===== config.mk =====
export PLATFORM = sky130hd
export DESIGN_NAME = sram_guard
export DESIGN_NICKNAME = d
export VERILOG_FILES = /design/src/rtl/sg_pkg.sv /design/src/rtl/sg_sync.sv /design/src/rtl/sg_hold_timer.sv /design/src/rtl/sg_src_sel.sv /design/src/rtl/sg_cs_gate.sv /design/src/rtl/sram_guard.sv
export SDC_FILE = /design/constraint.sdc
export NUM_CORES = 1
export LEC_CHECK = 0
export BUFFER_PORTS_ARGS = -buffer_cell sky130_fd_sc_hd__buf_4
export CORE_MARGIN = 5
export CORE_UTILIZATION = 35
export CTS_BUF_LIST = sky130_fd_sc_hd__clkbuf_8
export DETAILED_ROUTE_END_ITERATION = 10
export HOLD_SLACK_MARGIN = 0.1
export PLACE_DENSITY = 0.53
export SYNTH_ARGS = -nofsm -noshare
export SYNTH_HDL_FRONTEND = slang
export SYNTH_SLANG_ARGS = --single-unit

===== constraint.sdc =====
create_clock -name clk -period 2.4 [get_ports clk]
set_clock_uncertainty 0.2 [all_clocks]
set_input_delay 0.72 -clock clk [delete_from_list [all_inputs] [get_ports clk]]
set_output_delay 0.72 -clock clk [all_outputs]
set_load 0.1 [all_outputs]

===== src/rtl/sg_pkg.sv =====
package sg_pkg;
    typedef enum logic {
        PH_GUARD = 1'b0,
        PH_OPEN  = 1'b1
    } phase_e;

    typedef enum logic {
        SRC_MAIN   = 1'b0,
        SRC_BACKUP = 1'b1
    } src_e;

    typedef struct packed {
        logic vdd_ok;
        logic vdd_gt_bat;
        logic bat_ok;
    } cmp_flags_t;

    localparam int FLAG_W = $bits(cmp_flags_t);
endpackage


===== src/rtl/sg_sync.sv =====
module sg_sync #(
    parameter int WIDTH  = 3,
    parameter int STAGES = 2
) (
    input  logic             clk,
    input  logic             rst_n,
    input  logic [WIDTH-1:0] din,
    output logic [WIDTH-1:0] dout
);
    logic [STAGES-1:0][WIDTH-1:0] pipe_d, pipe_q;

    always_comb begin
        pipe_d[0] = din;
        for (int i = 1; i < STAGES; i++) begin
            pipe_d[i] = pipe_q[i-1];
        end
    end

    always_ff @(posedge clk or negedge rst_n) begin
        if (!rst_n) pipe_q <= '0;
        else        pipe_q <= pipe_d;
    end

    assign dout = pipe_q[STAGES-1];
endmodule


===== src/rtl/sg_hold_timer.sv =====
module sg_hold_timer
    import sg_pkg::*;
#(
    parameter int HOLD = 1024
) (
    input  logic clk,
    input  logic rst_n,
    input  logic supply_ok,
    output logic blocked
);
    localparam int CNT_W = (HOLD < 2) ? 1 : $clog2(HOLD + 1);
    localparam logic [CNT_W-1:0] LAST = CNT_W'(HOLD - 1);

    typedef struct packed {
        phase_e           phase;
        logic [CNT_W-1:0] cnt;
    } tmr_t;

    tmr_t st_d, st_q;

    always_comb begin
        st_d = st_q;
        if (!supply_ok) begin
            st_d.phase = PH_GUARD;
            st_d.cnt   = '0;
        end else if (st_q.phase == PH_GUARD) begin
            if (st_q.cnt == LAST) begin
                st_d.phase = PH_OPEN;
                st_d.cnt   = '0;
            end else begin
                st_d.cnt = st_q.cnt + CNT_W'(1);
            end
        end
    end

    always_ff @(posedge clk or negedge rst_n) begin
        if (!rst_n) begin
            st_q.phase <= PH_GUARD;
            st_q.cnt   <= '0;
        end else begin
            st_q <= st_d;
        end
    end

    assign blocked = (st_q.phase == PH_GUARD) || !supply_ok;
endmodule


===== src/rtl/sg_src_sel.sv =====
module sg_src_sel
    import sg_pkg::*;
(
    input  cmp_flags_t flags,
    output src_e       src
);
    always_comb begin
        src = SRC_MAIN;
        if (!flags.vdd_ok) begin
            if (flags.bat_ok)
                src = SRC_BACKUP;
            else if (!flags.vdd_gt_bat)
                src = SRC_BACKUP;
        end
    end
endmodule


===== src/rtl/sg_cs_gate.sv =====
module sg_cs_gate #(
    parameter int SEL_W = 1
) (
    input  logic                    blocked,
    input  logic                    host_cs_n,
    input  logic [SEL_W-1:0]        bank_sel,
    output logic [(1<<SEL_W)-1:0]   cs_n
);
    localparam int BANKS = 1 << SEL_W;

    for (genvar b = 0; b < BANKS; b++) begin : g_bank
        assign cs_n[b] = blocked || host_cs_n || (bank_sel != SEL_W'(b));
    end
endmodule


===== src/rtl/sram_guard.sv =====
module sram_guard
    import sg_pkg::*;
#(
    parameter int SEL_W = 1,
    parameter int HOLD  = 1024
) (
    input  logic                  clk,
    input  logic                  rst_n,
    input  logic                  host_cs_n,
    input  logic [SEL_W-1:0]      bank_sel,
    input  logic                  vdd_ok_a,
    input  logic                  vdd_gt_bat_a,
    input  logic                  bat_ok_a,
    output logic [(1<<SEL_W)-1:0] cs_n,
    output logic                  cpu_rst_n,
    output logic                  use_backup,
    output logic                  protect
);
    cmp_flags_t flags_a, flags_s;
    src_e       src;
    logic       vdd_ok_s;
    logic       blocked;

    assign flags_a.vdd_ok     = vdd_ok_a;
    assign flags_a.vdd_gt_bat = vdd_gt_bat_a;
    assign flags_a.bat_ok     = bat_ok_a;

    sg_sync #(.WIDTH(FLAG_W), .STAGES(2)) u_sync (
        .clk  (clk),
        .rst_n(rst_n),
        .din  (flags_a),
        .dout (flags_s)
    );

    assign vdd_ok_s = flags_s.vdd_ok;

    sg_hold_timer #(.HOLD(HOLD)) u_timer (
        .clk      (clk),
        .rst_n    (rst_n),
        .supply_ok(vdd_ok_s),
        .blocked  (blocked)
    );

    sg_src_sel u_src (
        .flags(flags_s),
        .src  (src)
    );

    sg_cs_gate #(.SEL_W(SEL_W)) u_gate (
        .blocked  (blocked),
        .host_cs_n(host_cs_n),
        .bank_sel (bank_sel),
        .cs_n     (cs_n)
    );

    assign use_backup = (src == SRC_BACKUP);
    assign cpu_rst_n  = !blocked;
    assign protect    = blocked;
endmodule


==> results.cfg, run 1 <==
[logic_synthesis]
synth_edf_count = 0
ys_seq_area_share_pct = 55.99
synth_top_area_share_pct = 55.99
synth.ff_latch_count = 18
synth.area.top_cells = dfrtp_1, nand2_1, nor4_1, and2_1, xor2_1
synth_most_common_cell = dfrtp_1
yosys-top-cells-count = dfrtp_1, nand2_1, nor4_1
syn_area_um2 = 804.5
avgSynthCellArea_um2 = 10.87
async_flop_share_pct = 100.0
synth_warnings = 0
syn-num-nets = 82
syn_inst = 74
synth-main-ff-cell = dfrtp_1
ys_types = 34
yosys.area.top_type = dfrtp_1

[global_route]
overflow = 0
grtUsageTotal_pct = 11.09
grt_pass1_vias = 648
grt_start_max_net_pins = 19
antenna_found_initial = 0
grt_pass1_wl_um = 2863

[cells_and_area]
final_core_util_pct = 46.44
multi_input_area_um2 = 365.4
num_antenna_cells = 0
drive_gt1_share_pct = 31.46
regArea_um2 = 450.4
nFillCells = 229
synthToLayoutAreaGrowth_pct = 27.68
fin_nets = 98
final_area_um2 = 1027

[floorplanning]
die_w_um = 57.95
start_util_pct = 36.37
dieArea_um2 = 3358
rows = 17
pin_count = 12
die_h_um = 57.95
fp.coreArea_um2 = 2212

[power_and_ir_drop]
power.total_uw = 609.2
power_density_nw_per_um2 = 593.0
p_leak_uw = 0.0004582
ir_drop_mv = 0.3934

[clocking]
cts_max_path_buffers = 2
path_clk_slew_ps = 70
cts_tree = done
cts_made_buffers = 3
clk_latency_ps = 250
cts_setup_buffers = 0
root_buffer = clkbuf_8
cts_sinks = 18
h-tree-depth = 1

[place]
dpl.hpwl_um = 1188
routabilityCongestion = 0.7432
placed_cell_area_um2 = 955.9
port_buffers = 11

[status]
status = finished, final reports clean

[drt]
dr.pass1.iters = 4
drt_wl_total_um = 1710
avgRoutedWirePerCell_um = 14.62
num_vias = 618
drt-initial-drc-count = 15
drc = 0
vias_per_cell = 5.282
postRouteAntennaNets = 0

[sta]
setup_viol_count_final = 0
max_freq_ghz = 0.4311
finalSetupTns_ps = 0
fin_crit_sh_pct = 96.64
tightest_slew_ps = 382.1
drv_slew = 0
rsz0062_at_grt = false
min_period_ps = 2319
slew_headroom_pct = 74.29
hold_violations = 0

[worst_setup_path]
cp.required_ps = 1480
worstPathCellList = buf_4 -> or3_4 -> buf_12
critical_path.top_delay_family = simple AND/OR/NAND/NOR gates
start_kind = primary input
max_stage_delay_ps = 390
worst_path_max_delay_cell = or3_4
crit_fanout = 2
cp.arrival_ps = 1400
critPathBufInv = 2
crit_path_end_kind = primary output
critPathKind = in2out

[hold_path]
hold_path.class = in2async

[job]
drv_cap = 0
-- per-layer routing --
layer / GRT usage (%) / vias up / routed length, um
li1: - / 303 / -
met1: 13.97 / 296 / 836
met2: 17.10 / 15 / 752
met3: 4.232 / 4 / 87
met4: 4.305 / 0 / 34
met5: 0 / - / 0
-- final cells by class --
cell class,count,share of cell area [%]
flip-flops and latches,18,43.85
multi-input cells,52,35.57
repair buffers,13,10.72
clock buffers,4,5.359
well taps,28,3.410
inverters,2,1.096
-- cell families (layout without fill, tap and decap cells) --
logic type                 count (synthesis)  after routing  synth area share, %
buffers and inverters                      4             19                1.867
and+or+nand+nor                           35             35                24.42
adders and majority gates                  1              1                1.555
AOI/OAI and AO/OA                         13             13                12.91
DFF                                       18             18                55.99
xor gates and xnor gates                   3              3                3.267
-- power by group --
part,internal [uW],leakage [uW],switching (uW)
clock network,146,0.0000288,101
registers,312,0.000235,7.71
logic,15.9,0.000194,26.6
-- final timing paths --
path                                             start                          end  slack (ps)  cells past startpoint
setup / recovery                             host_cs_n                      cs_n[0]          80                      3
hold / removal                                   rst_n     u_sync.dout[2]$_DFF_PN0_         130                      1
setup reg to reg           u_timer.st_q[0]$_DFFE_PN0N_  u_timer.st_q[9]$_DFFE_PN0N_         360                      5
hold reg to reg             u_sync.pipe_d[3]$_DFF_PN0_     u_sync.dout[0]$_DFF_PN0_         160                      0
max in group asynchronous                        rst_n  u_timer.st_q[2]$_DFFE_PN0N_        1670                      1
min in group clk            u_sync.pipe_d[3]$_DFF_PN0_     u_sync.dout[0]$_DFF_PN0_         160                      0
-- cell usage in the layout, fill, tap and decap left out, types with 2 or more instances in the layout --
| cell | count |
|---|---|
| dfrtp_1 | 18 |
| buf_4 | 12 |
| nand2_1 | 9 |
| nor4_1 | 4 |
| clkbuf_8 | 4 |
| nor2_1 | 3 |
| and2_1 | 3 |
| nand4_1 | 2 |
| o21a_1 | 2 |
| xor2_1 | 2 |
| or3_2 | 2 |
-- flip-flops by register name (all words and copies together) (netlist names) --
name           cells
u_sync.dout        3
u_timer.st_q      12
u_sync.pipe_d      3
-- through the flow --
step                      hold WS (ps)  instances  setup WS (ps)
after floorplan                  131.2         74         -142.4
after CTS                        132.2        117          84.26
final                            128.5        117          80.53
after global routing             138.2        117          67.73
after detailed placement         142.7        113         -54.50
after global placement           131.7        113         -51.31
-- worst register-to-register path, cell delays in order (launching register included) --
cell     delay [ps]
dfrtp_1         410
ha_1            220
nand4_1         130
or4_4           560
and3_1          190
o31a_1          230
-- repair_timing --
action / in CTS / in global routing
resized for setup: 4 / 0
hold buffers: 0 / 0
setup endpoints to repair: 1 / 0
hold endpoints to repair: 0 / 0
Note: power is estimated with default switching activity, not from simulation.
==> run 2: changes to the inputs <==
--- a/config.mk
+++ b/config.mk
@@ -10,6 +10,7 @@
 export CORE_UTILIZATION = 35
 export CTS_BUF_LIST = sky130_fd_sc_hd__clkbuf_8
 export DETAILED_ROUTE_END_ITERATION = 10
+export GPL_TIMING_DRIVEN = 0
 export HOLD_SLACK_MARGIN = 0.1
 export PLACE_DENSITY = 0.53
 export SYNTH_ARGS = -nofsm -noshare
==> results.cfg, run 2 (synthesis results as in run 1) <==
[status]
status = finished, final reports clean

[clocking]
hold_buffers = 0
cts_tree = done
clk_latency_ps = 250
cts_sinks = 18
root_buffer = clkbuf_8
cts_made_buffers = 3
cts_max_path_buffers = 2
h-tree-depth = 1
path_clk_slew_ps = 70

[cells_and_area]
final_common_cell = dfrtp_1
largest_register_ffs = 12
top_register = u_timer.st_q
drive_gt1_share_pct = 32.95
synthToLayoutAreaGrowth_pct = 26.75
instances_no_fill = 116
final_core_util_pct = 46.10
fin_nets = 97
layout_common_cells = dfrtp_1, buf_4, nand2_1
nFillCells = 205
num_antenna_cells = 0

[drt]
postRouteAntennaNets = 0
drt-initial-drc-count = 13
num_vias = 610
dr.pass1.iters = 4
vias_per_cell = 5.259
avgRoutedWirePerCell_um = 13.44
drt_wl_total_um = 1559
drc = 0

[worst_setup_path]
ff2ff_setup_slack_ps = 340
crit_path_end_kind = primary output
cp.required_ps = 1480
start_kind = primary input
r2r_end = u_timer.st_q[9]$_DFFE_PN0N_
r2r-start = u_timer.st_q[0]$_DFFE_PN0N_
critPathKind = in2out
worst_r2r_path_depth = 5
cp.arrival_ps = 1400
crit_fanout = 2

[global_route]
grt_pass1_vias = 570
grtUsageTotal_pct = 10.57
overflow = 0
grt_start_max_net_pins = 19
antenna_found_initial = 0
grt_pass1_wl_um = 2691

[place]
dpl.hpwl_um = 1103
routabilityCongestion = 0.7621
dp_cells = 113
port_buffers = 11

[hold_path]
hold_path.class = in2async

[floorplanning]
start_util_pct = 36.37
fp.coreArea_um2 = 2212
pin_count = 12
rows = 17
die_w_um = 57.95
die_h_um = 57.95
dieArea_um2 = 3358

[sta]
min_period_ps = 2315
drv_slew = 0
setup_viol_count_final = 0
max_freq_ghz = 0.4319
hold_violations = 0
whs_ps = 122.6
tightest_slew_ps = 443.5
slew_headroom_pct = 70.16
rsz0062_at_grt = false
fin_crit_sh_pct = 96.47

[power_and_ir_drop]
p_leak_uw = 0.0004494
power_density_nw_per_um2 = 592.9
ir_drop_mv = 0.3926

[job]
drv_cap = 0
-- run 2: changes by cell type in the layout (fill, tap and decap cells not counted) --
cell      delta
dfrtp_1      -2
clkbuf_2     +1
buf_4        -2
dfrtp_2      +2
-- run 2: where the power goes --
group          internal, uW  total [uW]  switching (uW)
combinational          15.4        39.9            24.5
clock                   146         243            97.3
sequential              313         322            9.06
total                   474         605             131
-- run 2: area by class of cell --
type / count / area [um2] / share of cell area, %
sequential: 18 / 452.9 / 44.42
multi-input combinational: 52 / 365.4 / 35.83
timing repair buffer: 11 / 95.09 / 9.325
clock buffer: 4 / 55.05 / 5.399
tap: 28 / 35.03 / 3.436
inverter: 2 / 11.26 / 1.104
buffer: 1 / 5.005 / 0.4908
-- run 2: stage by stage --
| step | area (um2) | worst slack (ps) | setup TNS, ps | total power, uW |
|---|---|---|---|---|
| finish | 1020 | 84.64 | 0 | 604.6 |
| global route | 1020 | 22.96 | 0 | 636.4 |
| CTS | 1006 | -28.13 | -28.13 | 615.5 |
| detailed placement | 948.4 | -57.33 | -57.33 | 368.3 |
| global placement | 948.4 | -48.74 | -48.74 | 367.3 |
| floorplan | 830.8 | -142.4 | -142.4 | 347.1 |
-- run 2: what timing repair did --
action	4_1_cts	5_1_grt
setup endpoints to repair	3	2
buffers inserted	0	0
resized for setup	3	4
-- run 2: per-layer routing --
layer  GRT usage (%)  wire length [um]
met1           14.64               746
met2           14.35               665
met3           3.341               106
met4           5.960                40
met5               0                 0
-- run 2: critical path, cell delays in order --
cell    delay, ps
buf_4         110
or3_4         390
buf_12        170
-- run 2: worst max-delay path by stage --
stage	cells past startpoint	endpoint	slack, ps	startpoint
4_1_cts	3	cs_n[0]	-30	host_cs_n
3_3_place_gp	3	cs_n[0]	-50	host_cs_n
3_5_place_dp	3	cs_n[0]	-60	host_cs_n
2_1_floorplan	3	cs_n[0]	-140	u_timer.st_q[11]$_DFF_PN0_
5_1_grt	3	use_backup	20	u_sync.dout[2]$_DFF_PN0_
6_report	3	cs_n[0]	80	host_cs_n
